===== src/rtl/intc_pkg.sv =====
`timescale 1ns/1ps
package intc_pkg;
   // bit positions the command and init decoding depend on
   localparam int unsigned B_INIT   = 4;
   localparam int unsigned B_MODE   = 3;
   localparam int unsigned B_POLL   = 2;
   localparam int unsigned B_SELEN  = 1;
   localparam int unsigned B_SELVAL = 0;
   localparam int unsigned B_SMEN   = 6;
   localparam int unsigned B_SMVAL  = 5;
   localparam int unsigned B_NEED3  = 0;
   localparam int unsigned B_NEST   = 4;
   localparam int unsigned B_AEOI   = 1;
   localparam int unsigned OP_LSB   = 5;
   localparam int unsigned OP_W     = 3;

   typedef enum logic [1:0] {
      PH_RUN  = 2'd0,
      PH_BASE = 2'd1,
      PH_CASC = 2'd2,
      PH_MODE = 2'd3
   } phase_e;

   typedef struct packed {
      logic poll;
      logic sel_en;
      logic sel_val;
      logic sm_en;
      logic sm_val;
   } mode_fields_t;
endpackage


===== src/rtl/intc_wr_class.sv =====
`timescale 1ns/1ps
module intc_wr_class
   import intc_pkg::*;
#(
   parameter int unsigned DATA_W = 8,
   parameter int unsigned LINE_W = 3
) (
   input  logic              wr_en,
   input  logic              addr,
   input  logic [DATA_W-1:0] wdata,
   output logic              is_init,
   output logic              is_mode,
   output logic              is_cmd,
   output logic              p1_wr,
   output mode_fields_t      mode_f,
   output logic [OP_W-1:0]   op_f,
   output logic [LINE_W-1:0] line_f
);
   logic p0_wr;

   assign p0_wr   = wr_en && !addr;
   assign p1_wr   = wr_en && addr;
   assign is_init = p0_wr && wdata[B_INIT];
   assign is_mode = p0_wr && !wdata[B_INIT] && wdata[B_MODE];
   assign is_cmd  = p0_wr && !wdata[B_INIT] && !wdata[B_MODE];

   always_comb begin
      mode_f.poll    = wdata[B_POLL];
      mode_f.sel_en  = wdata[B_SELEN];
      mode_f.sel_val = wdata[B_SELVAL];
      mode_f.sm_en   = wdata[B_SMEN];
      mode_f.sm_val  = wdata[B_SMVAL];
   end

   assign op_f   = wdata[OP_LSB +: OP_W];
   assign line_f = wdata[LINE_W-1:0];
endmodule


===== src/rtl/intc_init_seq.sv =====
`timescale 1ns/1ps
module intc_init_seq
   import intc_pkg::*;
#(
   parameter int unsigned DATA_W = 8,
   parameter int unsigned LINE_W = 3
) (
   input  logic              clk,
   input  logic              rst_n,
   input  logic              is_init,
   input  logic              p1_wr,
   input  logic [DATA_W-1:0] wdata,
   output phase_e            phase,
   output logic [DATA_W-1:0] vec_base,
   output logic              nest_mode,
   output logic              auto_eoi,
   output logic              reinit_pulse,
   output logic              mask_wr
);
   localparam logic [DATA_W-1:0] BASE_MASK = ~((DATA_W)'((1 << LINE_W) - 1));

   logic need3;

   always_ff @(posedge clk or negedge rst_n) begin
      if (!rst_n) begin
         phase        <= PH_RUN;
         need3        <= 1'b0;
         vec_base     <= '0;
         nest_mode    <= 1'b0;
         auto_eoi     <= 1'b0;
         reinit_pulse <= 1'b0;
      end else begin
         reinit_pulse <= is_init;
         if (is_init) begin
            need3 <= wdata[B_NEED3];
            phase <= PH_BASE;
            if (!wdata[B_NEED3]) begin
               nest_mode <= 1'b0;
               auto_eoi  <= 1'b0;
            end
         end else if (p1_wr) begin
            case (phase)
               PH_BASE: begin
                  vec_base <= wdata & BASE_MASK;
                  phase    <= PH_CASC;
               end
               PH_CASC: phase <= need3 ? PH_MODE : PH_RUN;
               PH_MODE: begin
                  nest_mode <= wdata[B_NEST];
                  auto_eoi  <= wdata[B_AEOI];
                  phase     <= PH_RUN;
               end
               default: ;
            endcase
         end
      end
   end

   assign mask_wr = p1_wr && (phase == PH_RUN);
endmodule


===== src/rtl/intc_ctl_regs.sv =====
`timescale 1ns/1ps
module intc_ctl_regs
   import intc_pkg::*;
#(
   parameter int unsigned LINES  = 8,
   parameter int unsigned LINE_W = 3
) (
   input  logic              clk,
   input  logic              rst_n,
   input  logic              is_init,
   input  logic              is_mode,
   input  logic              is_cmd,
   input  logic              mask_wr,
   input  logic [LINES-1:0]  mask_data,
   input  mode_fields_t      mode_f,
   input  logic [OP_W-1:0]   op_f,
   input  logic [LINE_W-1:0] line_f,
   input  logic              rd_take,
   input  logic              res_valid,
   input  logic [LINE_W-1:0] res_line,
   output logic [LINES-1:0]  mask_q,
   output logic              read_isr,
   output logic              spec_mask,
   output logic              poll_armed,
   output logic              cmd_pulse,
   output logic [OP_W-1:0]   cmd_op,
   output logic [LINE_W-1:0] cmd_line,
   output logic              clr_pulse,
   output logic [LINE_W-1:0] clr_line
);
   logic poll_take;

   assign poll_take = rd_take && poll_armed;

   // mask, select and special-mask state
   always_ff @(posedge clk or negedge rst_n) begin
      if (!rst_n) begin
         mask_q    <= '0;
         read_isr  <= 1'b0;
         spec_mask <= 1'b0;
      end else begin
         if (is_init) begin
            mask_q    <= '0;
            read_isr  <= 1'b0;
            spec_mask <= 1'b0;
         end else begin
            if (mask_wr) mask_q <= mask_data;
            if (is_mode && mode_f.sel_en) read_isr  <= mode_f.sel_val;
            if (is_mode && mode_f.sm_en)  spec_mask <= mode_f.sm_val;
         end
      end
   end

   // poll arming and the clear strobe it yields
   always_ff @(posedge clk or negedge rst_n) begin
      if (!rst_n) begin
         poll_armed <= 1'b0;
         clr_pulse  <= 1'b0;
         clr_line   <= '0;
      end else begin
         clr_pulse <= 1'b0;
         if (is_mode && mode_f.poll) begin
            poll_armed <= 1'b1;
         end else if (poll_take) begin
            poll_armed <= 1'b0;
            if (res_valid) begin
               clr_pulse <= 1'b1;
               clr_line  <= res_line;
            end
         end
      end
   end

   // end-of-service / rotation command strobe
   always_ff @(posedge clk or negedge rst_n) begin
      if (!rst_n) begin
         cmd_pulse <= 1'b0;
         cmd_op    <= '0;
         cmd_line  <= '0;
      end else begin
         cmd_pulse <= is_cmd;
         if (is_cmd) begin
            cmd_op   <= op_f;
            cmd_line <= line_f;
         end
      end
   end
endmodule


===== src/rtl/intc_read_path.sv =====
`timescale 1ns/1ps
module intc_read_path #(
   parameter int unsigned DATA_W    = 8,
   parameter int unsigned LINES     = 8,
   parameter int unsigned LINE_W    = 3,
   parameter bit          READ_PIPE = 1'b0
) (
   input  logic              clk,
   input  logic              rst_n,
   input  logic              rd_en,
   input  logic              addr,
   input  logic              poll_armed,
   input  logic              read_isr,
   input  logic [LINES-1:0]  irr_in,
   input  logic [LINES-1:0]  isr_in,
   input  logic [LINES-1:0]  mask_q,
   input  logic              res_valid,
   input  logic [LINE_W-1:0] res_line,
   output logic [DATA_W-1:0] rdata
);
   localparam logic [DATA_W-1:0] SPUR_CODE = (DATA_W)'(LINES - 1);

   logic [DATA_W-1:0] rd_val;

   always_comb begin
      if (poll_armed)
         rd_val = res_valid ? (DATA_W)'(res_line) : SPUR_CODE;
      else if (addr)
         rd_val = (DATA_W)'(mask_q);
      else if (read_isr)
         rd_val = (DATA_W)'(isr_in);
      else
         rd_val = (DATA_W)'(irr_in);
   end

   if (READ_PIPE) begin : g_rd_reg
      always_ff @(posedge clk or negedge rst_n) begin
         if (!rst_n) rdata <= '0;
         else        rdata <= rd_en ? rd_val : '0;
      end
   end else begin : g_rd_comb
      logic unused_clk;
      assign unused_clk = clk ^ rst_n;
      assign rdata = rd_en ? rd_val : '0;
   end
endmodule


===== src/rtl/intc_cmd_decoder.sv =====
`timescale 1ns/1ps
module intc_cmd_decoder
   import intc_pkg::*;
#(
   parameter int unsigned DATA_W    = 8,
   parameter int unsigned LINES     = 8,
   parameter bit          READ_PIPE = 1'b0,
   localparam int unsigned LINE_W   = (LINES > 1) ? $clog2(LINES) : 1
) (
   input  logic              clk,
   input  logic              rst_n,
   input  logic              wr_en,
   input  logic              rd_en,
   input  logic              addr,
   input  logic [DATA_W-1:0] wdata,
   output logic [DATA_W-1:0] rdata,
   input  logic [LINES-1:0]  irr_in,
   input  logic [LINES-1:0]  isr_in,
   input  logic [LINE_W-1:0] res_line,
   input  logic              res_valid,
   output logic [1:0]        init_phase,
   output logic [DATA_W-1:0] vec_base,
   output logic              nest_mode,
   output logic              auto_eoi,
   output logic              reinit_pulse,
   output logic [LINES-1:0]  mask_q,
   output logic              read_isr,
   output logic              spec_mask,
   output logic              poll_armed,
   output logic              cmd_pulse,
   output logic [OP_W-1:0]   cmd_op,
   output logic [LINE_W-1:0] cmd_line,
   output logic              clr_pulse,
   output logic [LINE_W-1:0] clr_line
);
   if (DATA_W < 8) begin : g_bad_data_w
      $error("DATA_W must be at least 8 to hold the command fields");
   end
   if (LINES < 2 || LINES > 8 || (LINES & (LINES - 1)) != 0) begin : g_bad_lines
      $error("LINES must be a power of two from 2 to 8");
   end
   if (LINES > DATA_W) begin : g_bad_fit
      $error("LINES must not exceed DATA_W");
   end

   logic         is_init, is_mode, is_cmd, p1_wr, mask_wr, rd_take;
   mode_fields_t mode_f;
   logic [OP_W-1:0]   op_f;
   logic [LINE_W-1:0] line_f;
   phase_e       phase;

   intc_wr_class #(.DATA_W(DATA_W), .LINE_W(LINE_W)) u_class (
      .wr_en   (wr_en),
      .addr    (addr),
      .wdata   (wdata),
      .is_init (is_init),
      .is_mode (is_mode),
      .is_cmd  (is_cmd),
      .p1_wr   (p1_wr),
      .mode_f  (mode_f),
      .op_f    (op_f),
      .line_f  (line_f)
   );

   intc_init_seq #(.DATA_W(DATA_W), .LINE_W(LINE_W)) u_init (
      .clk          (clk),
      .rst_n        (rst_n),
      .is_init      (is_init),
      .p1_wr        (p1_wr),
      .wdata        (wdata),
      .phase        (phase),
      .vec_base     (vec_base),
      .nest_mode    (nest_mode),
      .auto_eoi     (auto_eoi),
      .reinit_pulse (reinit_pulse),
      .mask_wr      (mask_wr)
   );

   assign rd_take = rd_en && !wr_en;

   intc_ctl_regs #(.LINES(LINES), .LINE_W(LINE_W)) u_ctl (
      .clk        (clk),
      .rst_n      (rst_n),
      .is_init    (is_init),
      .is_mode    (is_mode),
      .is_cmd     (is_cmd),
      .mask_wr    (mask_wr),
      .mask_data  (wdata[LINES-1:0]),
      .mode_f     (mode_f),
      .op_f       (op_f),
      .line_f     (line_f),
      .rd_take    (rd_take),
      .res_valid  (res_valid),
      .res_line   (res_line),
      .mask_q     (mask_q),
      .read_isr   (read_isr),
      .spec_mask  (spec_mask),
      .poll_armed (poll_armed),
      .cmd_pulse  (cmd_pulse),
      .cmd_op     (cmd_op),
      .cmd_line   (cmd_line),
      .clr_pulse  (clr_pulse),
      .clr_line   (clr_line)
   );

   intc_read_path #(
      .DATA_W(DATA_W), .LINES(LINES), .LINE_W(LINE_W), .READ_PIPE(READ_PIPE)
   ) u_rd (
      .clk        (clk),
      .rst_n      (rst_n),
      .rd_en      (rd_en),
      .addr       (addr),
      .poll_armed (poll_armed),
      .read_isr   (read_isr),
      .irr_in     (irr_in),
      .isr_in     (isr_in),
      .mask_q     (mask_q),
      .res_valid  (res_valid),
      .res_line   (res_line),
      .rdata      (rdata)
   );

   assign init_phase = phase;
endmodule


===== config.mk =====
export PLATFORM = sky130hd
export DESIGN_NAME = intc_cmd_decoder
export DESIGN_NICKNAME = d
export VERILOG_FILES = /design/src/rtl/intc_pkg.sv /design/src/rtl/intc_wr_class.sv /design/src/rtl/intc_init_seq.sv /design/src/rtl/intc_ctl_regs.sv /design/src/rtl/intc_read_path.sv /design/src/rtl/intc_cmd_decoder.sv
export SDC_FILE = /design/constraint.sdc
export NUM_CORES = 1
export LEC_CHECK = 0
export ABC_AREA = 1
export CAP_MARGIN = 10
export CORE_ASPECT_RATIO = 1.1
export CORE_MARGIN = 3
export CORE_UTILIZATION = 37
export DETAILED_ROUTE_END_ITERATION = 10
export GPL_TIMING_DRIVEN = 0
export PLACE_DENSITY = 0.76
export SLEW_MARGIN = 15
export SYNTH_ARGS = -nofsm -noshare
export SYNTH_HDL_FRONTEND = slang
export SYNTH_SLANG_ARGS = --single-unit

===== constraint.sdc =====
create_clock -name clk -period 0.9 [get_ports clk]
set_input_delay 0.09 -clock clk [delete_from_list [all_inputs] [get_ports clk]]
set_output_delay 0.09 -clock clk [all_outputs]
set_load 0.005 [all_outputs]

==> impl.org, run 1 <==
** Cells and area
- The finished layout holds 376 standard cells, fillers aside.
- Final design instance area without fill :: 2870 µm²
- From synthesis to final layout, the design area changed by 76.5%.
- Nets :: 356
- Diode count :: 0
- Share of final-layout standard cells stronger than drive strength 1 :: 0.448

** Clock tree
- Total number of clock tree sinks :: 33
- Buffer cell driving the clock tree root :: clkbuf_8
- Maximum buffer depth of the clock tree :: 2
- TritonCTS built the clock tree.
- Clock-pin slew was measured on the worst setup and hold paths at 0.07 ns.
- Number of levels the H-tree was split into :: 2
- TritonCTS Buffers :: 5
- For the worst-skew pair, the clock arrives at the later sink with an insertion delay of 0.29 ns.

** GRT
- Entering global routing, the biggest net connects 34 pins.
- Tot GR Track Use :: 0.200
- The via count of the first global-routing pass is 1,817.
- Number of antenna violations at the first check in global routing :: 0
- For this run the aggregate overflow at the end of global routing stands at 0.
- First-pass GRT wire length :: 8290 µm

** Drt
- Drt first-iter violations :: 105
- The detail route stage leaves a number of antenna-violating nets equal to 0.
- Routed vias :: 1,824
- In the final routed layout, each cell accounts on average for 14.9 µm.
- The pre-antenna-repair detailed-routing pass consisted of 5 iterations.
- Via density :: 4.85
- Residual DRC count :: 0
- Total wire length :: 5580 µm

** Timing
- The number of hold-slack violations in the final timing report came to 33.
- Tightest slew margin relative to the limit :: 0.509
- Total count of max-transition violations in the final report :: 0
- Hold timing on the final database bottoms out at a slack of -0.140 ns.
- Period utilisation layout :: 1.61
- Setup repair after global routing missed its margin :: yes
- Setup total negative slack on the finished layout was measured at -8.53 ns.
- The clock arrives with 0.00427 ns of skew.
- Fmax achieved :: 0.688 GHz
- Final setup violation count :: 38
- Actual transition at the worst max-transition pin :: 0.737 ns
- Worst Slack Setup Final :: -0.553 ns
- Minimum period implied by the final worst setup slack :: 1.45 ns

** Placed design
- Half-perimeter wire length after placement :: 3390 µm
- Global placement routability congestion :: 0.803
- Port buffering added 72 buffers.
- Including well taps, the total number of placed cells is 336.
- Post-detailed-placement cell area :: 2430 µm²

** Hold path
- The min-delay analysis places its worst path in the category in2async.

** Worst setup path
- The critical path is of the reg2out type.
- Slowest stage delay, CP :: 0.38 ns
- Along the worst path, the maximum fanout reaches 4.
- For the worst setup path, the data required time is 0.81 ns.
- Worst R2R End :: u_ctl.mask_q[4]
- The startpoint identified for the worst register-to-register timing path is u_init.phase[1].
- Crit path cell chain :: buf_6 > buf_4 > nand2_1 > nand3_2 > nand2_2 > inv_2 > buf_6
- The most numerous cell type found on the critical path is buf_6.
- Worst Setup Start Kind :: register
- Cell family with most CP delay :: buffers and inverters
- Among all stages on the critical path, the largest delay is contributed by dfrtp_1.
- CP Launch Point :: u_ctl.read_isr
- Worst setup EP type :: output pin
- Endpoint arrival time on the critical path :: 1.36 ns
- The worst register-to-register path has a setup slack of -0.27 ns.
- Counting cells, the worst reg-to-reg path comes to 7.
- Counting both buffers and inverters, the worst setup path holds a total of 4.

** Power and ir drop
- In this run the power density over the cells is 1920 nW/µm².
- VDD IR max :: 1.11 mV
- Overall power of the completed layout :: 5.52 mW
- Summed over all cells, the static leakage comes to 1.52 nW.

** Status
- The run finished, with violations left.
- The final reports fail on negative hold slack, negative setup slack.

** Die
- Initial Utilization :: 0.396
- I/O pin cnt :: 76
- The die is 75.6 µm tall.
- Placeable core region :: 4110 µm²
- Number of rows in the core area :: 24
- DIE WIDTH :: 69.2 µm
- Die area :: 5230 µm²

** Logic synthesis
- Post-synthesis register bit count :: 33
- Distinct cell type count of the synthesized netlist :: 19
- Synth Instances :: 210
- The cell area that synthesis handed to floorplanning was 1630 µm².
- Area share of the largest cell type after synthesis :: 0.507
- Of the synthesized area, sequential elements account for 0.507.
- Top area cells in the synthesized netlist :: dfrtp_1, nand2_1, o21ai_0
- Of all cell types, the one taking the most synthesized area is dfrtp_1.
- Yosys warning count :: 0
- Average cell area after synthesis :: 7.75 µm²

** Job
- Max capacitance violation total :: 0
cell usage in the layout, fill, tap and decap left out, types with 6 or more instances in the layout:
cell,n
clkdlybuf4s50_1,27
buf_2,36
nor2_1,9
a21oi_1,8
buf_6,18
dfrtp_1,33
o21ai_1,11
nand2_1,49
nand3_1,10
inv_1,17
nand2_2,15
nor2_2,7
clkbuf_8,6
buf_4,23
report_power, final:
group | internal [mW] | leakage [nW] | switching (mW)
clock network | 0.902 | 0.0585 | 0.543
registers | 1.81 | 0.417 | 0.201
logic | 1.10 | 1.04 | 0.958
cell families after synthesis:
group | Yosys count | synth area share
and+or+nand+nor | 108 | 0.290
AOI/OAI and AO/OA | 34 | 0.106
buffers and inverters | 34 | 0.0945
DFF | 33 | 0.507
other | 1 | 0.00230
state kept, by name (all words and copies together) (netlist names):
register,flops
u_ctl.poll_armed,1
u_ctl.cmd_line,3
u_init.auto_eoi,1
u_ctl.spec_mask,1
u_ctl.cmd_op,3
u_ctl.cmd_pulse,1
u_init.phase,2
u_init.reinit_pulse,1
u_ctl.mask_q,8
u_ctl.clr_pulse,1
u_init.nest_mode,1
u_ctl.read_isr,1
u_init.vec_base,5
u_ctl.clr_line,3
u_init.need3,1
per-layer routing:
layer / part of all wire / global-route usage
met1: 0.40 / 0.230
met2: 0.51 / 0.363
met3: 0.064 / 0.0567
met4: 0.023 / 0.0716
met5: 0 / 0
cell usage after synthesis:
master    instances
nor2_2            1
nand2_1          65
conb_1            1
buf_2             4
nand3_1          17
clkinv_2          2
dfrtp_1          33
inv_1            23
nand3_4           2
nand4_1           3
o211ai_1          1
a21oi_1          12
o21ai_0          18
buf_4             3
inv_2             1
nor2_1           17
buf_6             1
o21ai_1           3
nand2_2           3
layout make-up:
| cell class | instances | area [µm²] |
|---|---|---|
| fill | 322 | 1240 |
| multi-input combinational | 145 | 848 |
| timing repair buffer | 104 | 827 |
| sequential | 33 | 826 |
| inverter | 26 | 115 |
| clock buffer | 7 | 86.3 |
| buffer | 8 | 75.1 |
| tap | 52 | 65.1 |
| clock inverter | 1 | 30.0 |
per-stage QoR:
stage / setup WS [ns] / util
final: -0.553 / 0.698
after global routing: -0.620 / 0.698
after CTS: -0.529 / 0.654
after detailed placement: -0.875 / 0.591
after global placement: -0.919 / 0.592
after floorplan: -0.113 / -
what timing repair did:
action | 4_1_cts | 5_1_grt
setup endpoints to repair | 72 | 59
endpoints found under the hold margin | 33 | 33
buffers inserted | 22 | 8
cloned | 2 | 0
pin swaps | 22 | 13
resized for setup | 217 | 42
worst max path at each step:
stage | end | slack [ns] | cells past startpoint
2_1_floorplan | u_ctl.mask_q[3] | -0.11 | 6
3_3_place_gp | u_init.auto_eoi | -0.92 | 1
3_5_place_dp | rdata[1] | -0.87 | 6
4_1_cts | rdata[1] | -0.53 | 7
5_1_grt | rdata[0] | -0.62 | 7
6_report | rdata[6] | -0.55 | 7
worst register-to-register path: cells and delay by family, from the launching register on:
| kind | cells | cell delay (ns) |
|---|---|---|
| buf+inv | 2 | 0.29 |
| compound gates | 1 | 0.09 |
| simple gates | 4 | 0.34 |
| flops | 1 | 0.38 |
No activity file was read; power rests on OpenSTA's default activity.
==> run 2: changes to the inputs <==
Settings changed: CORE_MARGIN 3 to 2, CORE_UTILIZATION 37 to 39, PLACE_DENSITY 0.76 to 0.77, RECOVER_POWER from default to 25, SYNTH_HIERARCHICAL from default to 1.
==> run 2 against run 1 <==
The run still ends with negative hold slack, negative setup slack left. Final area increased by 6.8%. Combinational power increased by 34%. Setup slack improved by 0.062 ns. Maximum frequency increased by 4.5%. Sequential power increased by 5%. Sequential share of layout area decreased by 1.7 points. Cell count increased by 11%. Die area increased by 1.2%. First-iteration DRC count decreased by 10%. Non-clock buffer count increased by 18. Sequential cell count unchanged. Critical endpoint is now rdata[1]. Largest power group unchanged.
==> impl.org, run 2 <==
** Status
- The run finished, with violations left.
- The final reports fail on negative hold slack, negative setup slack.

** Cells and area
- Final std cells w/o fill :: 419 (+11%)
- The number of antenna diodes was 0 (unchanged).
- The area of all placed cells without fillers is 3070 µm² (+6.8%).
- The library cell used most frequently in the layout, excluding fill and tap cells, is nand2_1.
- The utilization after layout came to 0.669 (-0.0297).
- Largest registers ranked by flip-flop count :: u_ctl/mask_q (8), u_init/vec_base (5)
- Nets :: 395 (+11%)
- Top library cells by usage in the layout, fill and taps aside :: nand2_1, buf_4, inv_1, buf_2, dfrtp_1
- The proportion of layout cells with a drive suffix above 1 was 0.463 (+0.0153).
- Register containing the most flip-flops in the final layout :: u_ctl/mask_q
- Relative to the synthesized area, the layout overhead comes to 66.4%.
- Number of flip-flops under the largest register name :: 8 (unchanged)

** GRT
- The overall global routing resource usage was 0.210 (+0.00929).
- Vias in the first global route :: 1,881 (+3.5%)
- Remaining Overflow, GRT :: 0 (unchanged)
- The number of antenna violations at the first check in global routing is 0 (unchanged).
- Maximum number of pins on one net before global-route repair :: 34 (unchanged)
- The wire length of the first global-routing pass came to 8900 µm (+7.3%).

** Placed design
- Dpl ws :: -0.910 ns (-0.0347 ns)
- The placed cell count came to 372 (+11%).
- The HPWL after detailed placement came to 3340 µm (-1.6%).
- PortBufs :: 72 (unchanged)
- The area of placed instances is 2660 µm² (+9.6%).
- The last weighted congestion value of the routability-driven placer came to 0.774 (-3.6%).

** Worst setup path
- The critical path data required time came to 0.81 ns (about the same).
- The arrival time reported for the critical path endpoint is 1.30 ns (-0.06 ns).
- The setup path with the least slack is of type reg2out.
- The highest net fanout along the worst path came to 5 (+1).
- Worst setup EP type :: output pin
- The worst setup path is launched from a register.

** Timing
- The number of hold-slack violations in the final timing report is 33 (unchanged).
- The worst-case clock skew came to 0.00209 ns (-0.00218 ns).
- Actual transition at the worst max-transition pin :: 0.825 ns (+0.0888 ns)
- Period utilisation layout :: 1.55 (-0.0694)
- Final Hold Slack :: -0.103 ns (+0.0364 ns)
- Total count of max-transition violations in the final report :: 0 (unchanged)
- Minimum period implied by the final worst setup slack :: 1.39 ns (-0.0625 ns)
- Worst Slack Setup Final :: -0.491 ns (+0.0625 ns)
- Final setup violation count :: 35 (-7.9%)
- Fmax achieved :: 0.719 GHz (+4.5%)
- Total negative setup slack :: -8.83 ns (-0.302 ns)
- The relative max-transition margin came to 0.450 (-0.0592).
- Setup repair after global routing could not meet its margin everywhere.

** Logic synthesis
- Synth Instances :: 242 (+15%)
- Post-synthesis register bit count :: 33 (unchanged)
- Distinct cell type count of the synthesized netlist :: 20 (+1)
- Cell taking the most area after synthesis :: dfrtp_1
- Top area cells in the synthesized netlist :: dfrtp_1, nand2_1, inv_1
- The proportion of netlist area held by the largest area contributor came to 0.448 (-0.0592).
- The netlist area before placement came to 1840 µm² (+13%).
- Average cell area after synthesis :: 7.62 µm² (-1.8%)
- The number of enable flip-flop cells after synthesis was 0 (unchanged).
- The share of flip-flops with an asynchronous set or reset came to 1.00 (unchanged).
- The fraction of the yosys area taken by sequential cells is 0.448 (-0.0592).
- Prevailing post-synth register cell :: dfrtp_1
- The number of warnings reported in the yosys synthesis log came to 6 (+6).
- By count the netlist is led by nand2_1, inv_1, dfrtp_1.
- Most common cell in the netlist :: nand2_1

** Drt
- The routed length on met3 was 406 µm (+13%).
- The routed length on met2 came to 2580 µm (-10%).
- The wire length per cell came to 12.9 µm (-13%).
- Total wire length :: 5400 µm (-3.3%)
- Detail Route Antenna Nets :: 0 (unchanged)
- Number of detailed-route iterations in the first pass :: 4 (-1)
- The residual DRC count was 0 (unchanged).
- After detailed routing, no signal wire sits above met4.
- Drt first-iter violations :: 94 (-10%)
- The per-cell via count in the routed design came to 4.60 (-5.1%).
- Post-Route M1 WL :: 2250 µm (+1.3%)
- Routed vias :: 1,928 (+5.7%)

** Die
- Die Height :: 76.1 µm (+0.71%)
- Number of rows in the core area :: 26 (+8.3%)
- The die area was 5290 µm² (+1.2%).
- The area inside the core boundary was 4590 µm² (+11%).
- The I/O pin count is 76 (unchanged).
- Initial Utilization :: 0.402 (+0.00612)
- The horizontal die dimension is 69.5 µm (+0.44%).

** Clock tree
- The clock-pin slew on the worst setup and hold paths came to 0.07 ns (about the same).
- TritonCTS Buffers :: 5 (unchanged)
- Maximum buffer depth of the clock tree :: 2 (unchanged)
- Buffer cell driving the clock tree root :: clkbuf_8
- Number of levels the H-tree was split into :: 2 (unchanged)
- Insertion delay to the later sink of the worst-skew pair :: 0.28 ns (about the same)
- Clock tree from TritonCTS :: built
- The TritonCTS sink count is 33 (unchanged).

** Power and ir drop
- The power per unit of standard cell area was 1940 nW/µm² (+0.93%).
- VDD IR max :: 1.05 mV (-5.4%)
- Overall power of the completed layout :: 5.95 mW (+7.7%)
- Static leakage :: 1.66 nW (+9.1%)

** Job
- Max capacitance violation total :: 0 (unchanged)

** Hold path
- The path class of the tightest hold or removal check is in2async.
## run 2: layer usage
| metal | track usage | up-vias |
|---|---|---|
| li1 | - | 974 |
| met1 | 0.257 | 857 |
| met2 | 0.348 | 78 |
| met3 | 0.0529 | 19 |
| met4 | 0.0902 | 0 |
| met5 | 0 | - |
## run 2: worst paths after layout
kind / cells past startpoint / end / from / slack (ns)
worst max register to register: 7 / u_ctl/mask_q[3] / u_init/phase[1] / -0.36
worst min-delay path: 1 / u_ctl/cmd_pulse / rst_n / -0.10
worst min register to register: 2 / u_ctl/clr_line[0] / u_ctl/clr_line[0] / 0.48
min in group clk: 3 / u_init/vec_base[4] / wdata[4] / 0.14
worst max-delay path: 6 / rdata[1] / u_ctl/read_isr / -0.49
max in group asynchronous: 1 / u_ctl/poll_armed / rst_n / 0.43
## run 2: kinds of logic (layout without fill, tap and decap cells)
logic type,after synthesis,count (layout),share of synthesized area
AO/OA/AOI/OAI,31,31,0.102
flip-flops,33,33,0.448
AND/OR/NAND/NOR,116,116,0.281
buffers and inverters,61,180,0.167
other,1,3,0.00203
## run 2: power by group
group / switching (mW) / internal (mW)
Clock: 0.527 / 0.535
Combinational: 1.25 / 1.51
Sequential: 0.236 / 1.88
Total: 2.02 / 3.93
## run 2: cell type report
class / instances / area, µm²
Buffer: 18 / 153
Clock inverter: 2 / 10.0
Sequential cell: 33 / 828
Clock buffer: 6 / 72.6
Tap cell: 56 / 70.1
Timing Repair Buffer: 112 / 878
Fill cell: 381 / 1520
Inverter: 42 / 180
Multi-Input combinational cell: 150 / 875
## run 2: repair_timing
item / in CTS / in global routing
endpoints found under the hold margin: 33 / 33
endpoints found under the setup margin: 72 / 63
gates resized for setup: 202 / 37
buffers inserted: 31 / 14
cloned: 0 / 0
pin swaps: 12 / 14
## run 2: worst max-delay path: stages, from the launching register on
cell,delay (ns)
dfrtp_1,0.39
buf_6,0.14
buf_6,0.12
nand2_1,0.07
nand3_2,0.08
a21oi_2,0.10
buf_2,0.12
==> run 3: changes to the inputs <==
Settings changed: ABC_AREA 1 to 0, CORE_ASPECT_RATIO 1.1 to default, CORE_UTILIZATION 39 to 38, HOLD_SLACK_MARGIN from default to 0.15, PLACE_DENSITY 0.77 to 0.76.
==> run 3 against run 2 <==
Critical path depth decreased by 2. First-iteration DRC count is 49% lower. Register-to-register slack got worse by 0.10 ns. Wire length is 3.7% lower. The flow still finishes with violations (negative hold slack, negative setup slack). Final area down 4.0%. Total power shrank 14%. Setup slack got worse by 0.15 ns.
==> impl.org, run 3 <==
** Status
- The checks that failed: negative hold slack, negative setup slack.
- The run finished, with violations left.

** Logic synthesis
- Most common cell in the netlist :: dfrtp_1
- The synthesized instance count came to 150 (-38%).
- Largest family of logic cells by synthesized area :: multiplexers
- The post-synthesis register bit count came to 33 (unchanged).
- The number of enable flip-flop cells after synthesis came to 0 (unchanged).
- Top cells by instance count after synthesis :: dfrtp_1, buf_4, mux2_2
- The adder-cell share of the synthesized area came to 0 (unchanged).
- Share of synthesized flip-flops with an asynchronous set or reset :: 1.00 (unchanged)
- Fraction of synthesized cell area in xor and xnor cells :: 0 (unchanged)
- Cell taking the most area after synthesis :: dfrtp_1
- The most used flip-flop cell after synthesis is dfrtp_1.
- The simple logic cell fraction of the synthesized area is 0.182 (-0.0990).
- Synth Cell Area :: 1750 µm² (-4.9%)
- Yosys warning count :: 6 (unchanged)
- The multiplexer share of the synthesized area is 0.198 (+0.198).
- The per-instance average area after synthesis came to 11.7 µm² (+53%).
- After synthesis, the cell types taking the most area are dfrtp_1, mux2_2, mux2i_1.
- The area fraction in compound gates after synthesis came to 0.0621 (-0.0397).
- The number of distinct standard cells referenced by the synthesized netlist came to 34 (+70%).
- The fraction of the yosys area taken by sequential cells is 0.471 (+0.0230).
- The proportion of netlist area held by the largest area contributor is 0.471 (+0.0230).

** Power and ir drop
- The cell leakage power is 1.49 nW (-10%).
- The sum of internal, switching and leakage power came to 5.13 mW (-14%).
- VDD IR max :: 1.25 mV (+19%)
- The power per unit of standard cell area came to 1740 nW/µm² (-10%).

** Worst setup path
- The arrival time reported for the critical path endpoint came to 1.45 ns (+0.15 ns).
- Startpoint of the worst-slack reg-to-reg timing path :: u_init/phase[0]
- Worst R2R End :: u_ctl/mask_q[3]
- Worst setup EP type :: output pin
- Category of the most critical setup path :: reg2out
- The number of cells on the worst reg-to-reg path was 5 (-2).
- The setup slack on the worst flop-to-flop path is -0.46 ns (-0.10 ns).
- Required time of the critical path :: 0.81 ns (about the same)
- The highest net fanout along the worst path came to 7 (+2).
- Worst Setup Start Kind :: register

** Clock tree
- Post-CTS clock slew at the launch and capture registers of the worst setup and hold paths :: 0.06 ns (about the same)
- Number of levels the H-tree was split into :: 2 (unchanged)
- Total number of clock tree sinks :: 33 (unchanged)
- Hold-fix buffers at CTS :: 3
- Insertion delay to the later sink of the worst-skew pair :: 0.28 ns (about the same)
- Clock tree from TritonCTS :: built
- The number of clock buffers inserted by TritonCTS came to 5 (unchanged).
- The buffer levels on the longest clock path is 2 (unchanged).
- Clock tree synthesis selected as its root buffer the cell clkbuf_8.

** Placed design
- The number of port buffers is 72 (unchanged).
- The HPWL after detailed placement came to 3250 µm (-2.7%).
- Count of placed standard cells including taps :: 276 (-26%)
- The last weighted congestion value of the routability-driven placer is 0.703 (-9.2%).

** Cells and area
- Register containing the most flip-flops in the final layout :: u_ctl/mask_q
- The proportion of layout cells with a drive suffix above 1 is 0.547 (+0.0840).
- The utilization after layout is 0.667 (-0.00134).
- Final std cells w/o fill :: 319 (-24%)
- Area used by sequential logic in the layout :: 828 µm² (unchanged)
- Largest registers ranked by flip-flop count :: u_ctl/mask_q (8), u_init/vec_base (5)
- Relative to the synthesized area, the layout overhead comes to 68.0%.
- Number of flip-flops under the largest register name :: 8 (unchanged)
- Leaving out fill and tap cells, the most frequent cell in the layout is buf_2.
- Leaving out fill and tap cells, the most frequent cells in the layout are buf_2, buf_4, dfrtp_1.
- The layout filler cell count was 314 (-18%).
- The number of antenna diodes came to 0 (unchanged).
- The total number of nets in the final design came to 300 (-24%).
- Multi-input combinational cell area :: 920 µm² (+5.2%)

** Timing
- Final setup violation count :: 46 (+31%)
- Total count of max-transition violations in the final report :: 0 (unchanged)
- Number of failing hold endpoints at the final stage :: 33 (unchanged)
- The clock period minus worst slack came to 1.54 ns (+0.148 ns).
- The worst-margin pin slew was 0.817 ns (-0.00828 ns).
- The relative max-transition margin came to 0.455 (+0.00552).
- Setup repair after global routing missed its margin :: yes
- The worst-case clock skew is 0.00559 ns (+0.00350 ns).
- Fmax achieved :: 0.650 GHz (-9.6%)
- The setup total negative slack was -15.30 ns (-6.47 ns).
- Period utilisation layout :: 1.71 (+0.165)
- Final Hold Slack :: -0.102 ns (+0.00176 ns)
- Worst Slack Setup Final :: -0.639 ns (-0.148 ns)

** Job
- The max-capacitance violation count was 0 (unchanged).

** GRT
- Vias in the first global route :: 1,587 (-16%)
- In this run the most used layer during global routing was met2.
- Tot GR Track Use :: 0.202 (-0.00738)
- Routing usage on met3 :: 0.0431 (-0.00985)
- The leftover overflow at the end of global routing came to 0 (unchanged).
- Met2 GRT Util :: 0.328 (-0.0199)
- Maximum number of pins on one net before global-route repair :: 34 (unchanged)
- First-pass GRT wire length :: 7980 µm (-10%)
- The met1 global-route usage was 0.264 (+0.00750).
- Number of antenna violations at the first check in global routing :: 0 (unchanged)

** Die
- The placement row count came to 24 (-7.7%).
- The horizontal die dimension was 71.9 µm (+3.4%).
- Initial Utilization :: 0.397 (-0.00469)
- The die area came to 5170 µm² (-2.3%).
- Die Height :: 71.9 µm (-5.5%)
- The I/O pin count is 76 (unchanged).
- The area inside the core boundary is 4410 µm² (-3.8%).

** Drt
- Residual DRC count :: 0 (unchanged)
- Detail Route Antenna Nets :: 0 (unchanged)
- Detail-routed net length per standard cell :: 16.3 µm (+26%)
- The total wire length is 5200 µm (-3.7%).
- The DRC violation total after the first TritonRoute iteration was 48 (-49%).
- Number of detailed-route iterations in the first pass :: 4 (unchanged)
- The total number of vias was 1,607 (-17%).
- The per-cell via count in the routed design is 5.04 (+9.5%).

** Hold path
- Path type of the worst min-delay path :: in2async
[run 3: how the worst max path moves through the flow]
stage,startpoint,endpoint,slack [ns],cells past startpoint
detailed placement,addr,u_init/vec_base[4],-1.23,4
global route,u_ctl/read_isr,rdata[7],-0.68,4
floorplan,u_init/phase[1],u_init/vec_base[3],-0.42,2
CTS,u_ctl/poll_armed,rdata[0],-0.65,3
finish,u_ctl/read_isr,rdata[3],-0.64,4
global placement,addr,u_init/vec_base[3],-1.23,4
[run 3: stage by stage]
step | setup slack (ns) | hold WS, ns | cell area, µm²
floorplan | -0.419 | -0.206 | 1850
global placement | -1.23 | 0.490 | 2640
detailed placement | -1.23 | 0.194 | 2640
CTS | -0.654 | -0.114 | 2870
global route | -0.676 | -0.0331 | 2950
finish | -0.639 | -0.102 | 2950
[run 3: critical path, cell delays in order, from the launching register on]
cell and delay, ns:
dfrtp_1 0.39, buf_6 0.15, mux2_4 0.30, o211a_1 0.20
buf_2 0.13
[run 3: cells by family (layout without fill, tap and decap cells)]
kind of cell / Yosys count / in the layout
buffers and inverters: 23 / 138
AND/OR/NAND/NOR: 49 / 49
AO/OA/AOI/OAI: 13 / 13
multiplexers: 31 / 31
other: 1 / 3
flip-flops: 33 / 33
[run 3: what timing repair did]
item,CTS,global route
buffers inserted,26,10
setup endpoints to repair,72,59
resized for setup,203,32
hold endpoints to repair,37,35
pin swaps,9,8
[run 3: where the power goes]
part | internal (mW) | switching (mW) | total, mW | leakage (nW)
logic | 1.33 | 0.725 | 2.06 | 1.03
registers | 1.83 | 0.232 | 2.06 | 0.416
clock network | 0.525 | 0.491 | 1.02 | 0.0410
[run 3: cell type report]
type / instances / share of cell area
repair buffers: 109 / 0.303
clock inverters: 1 / 0.00170
plain buffers: 19 / 0.0514
flip-flops and latches: 33 / 0.281
clock buffers: 6 / 0.0246
inverters: 3 / 0.00382
well taps: 52 / 0.0221
multi-input cells: 96 / 0.312
[run 3: layer usage]
metal	vias to the layer above	part of all wire
met3	10	0.076
met5	-	0
met2	80	0.47
li1	747	-
met1	770	0.44
met4	0	0.020
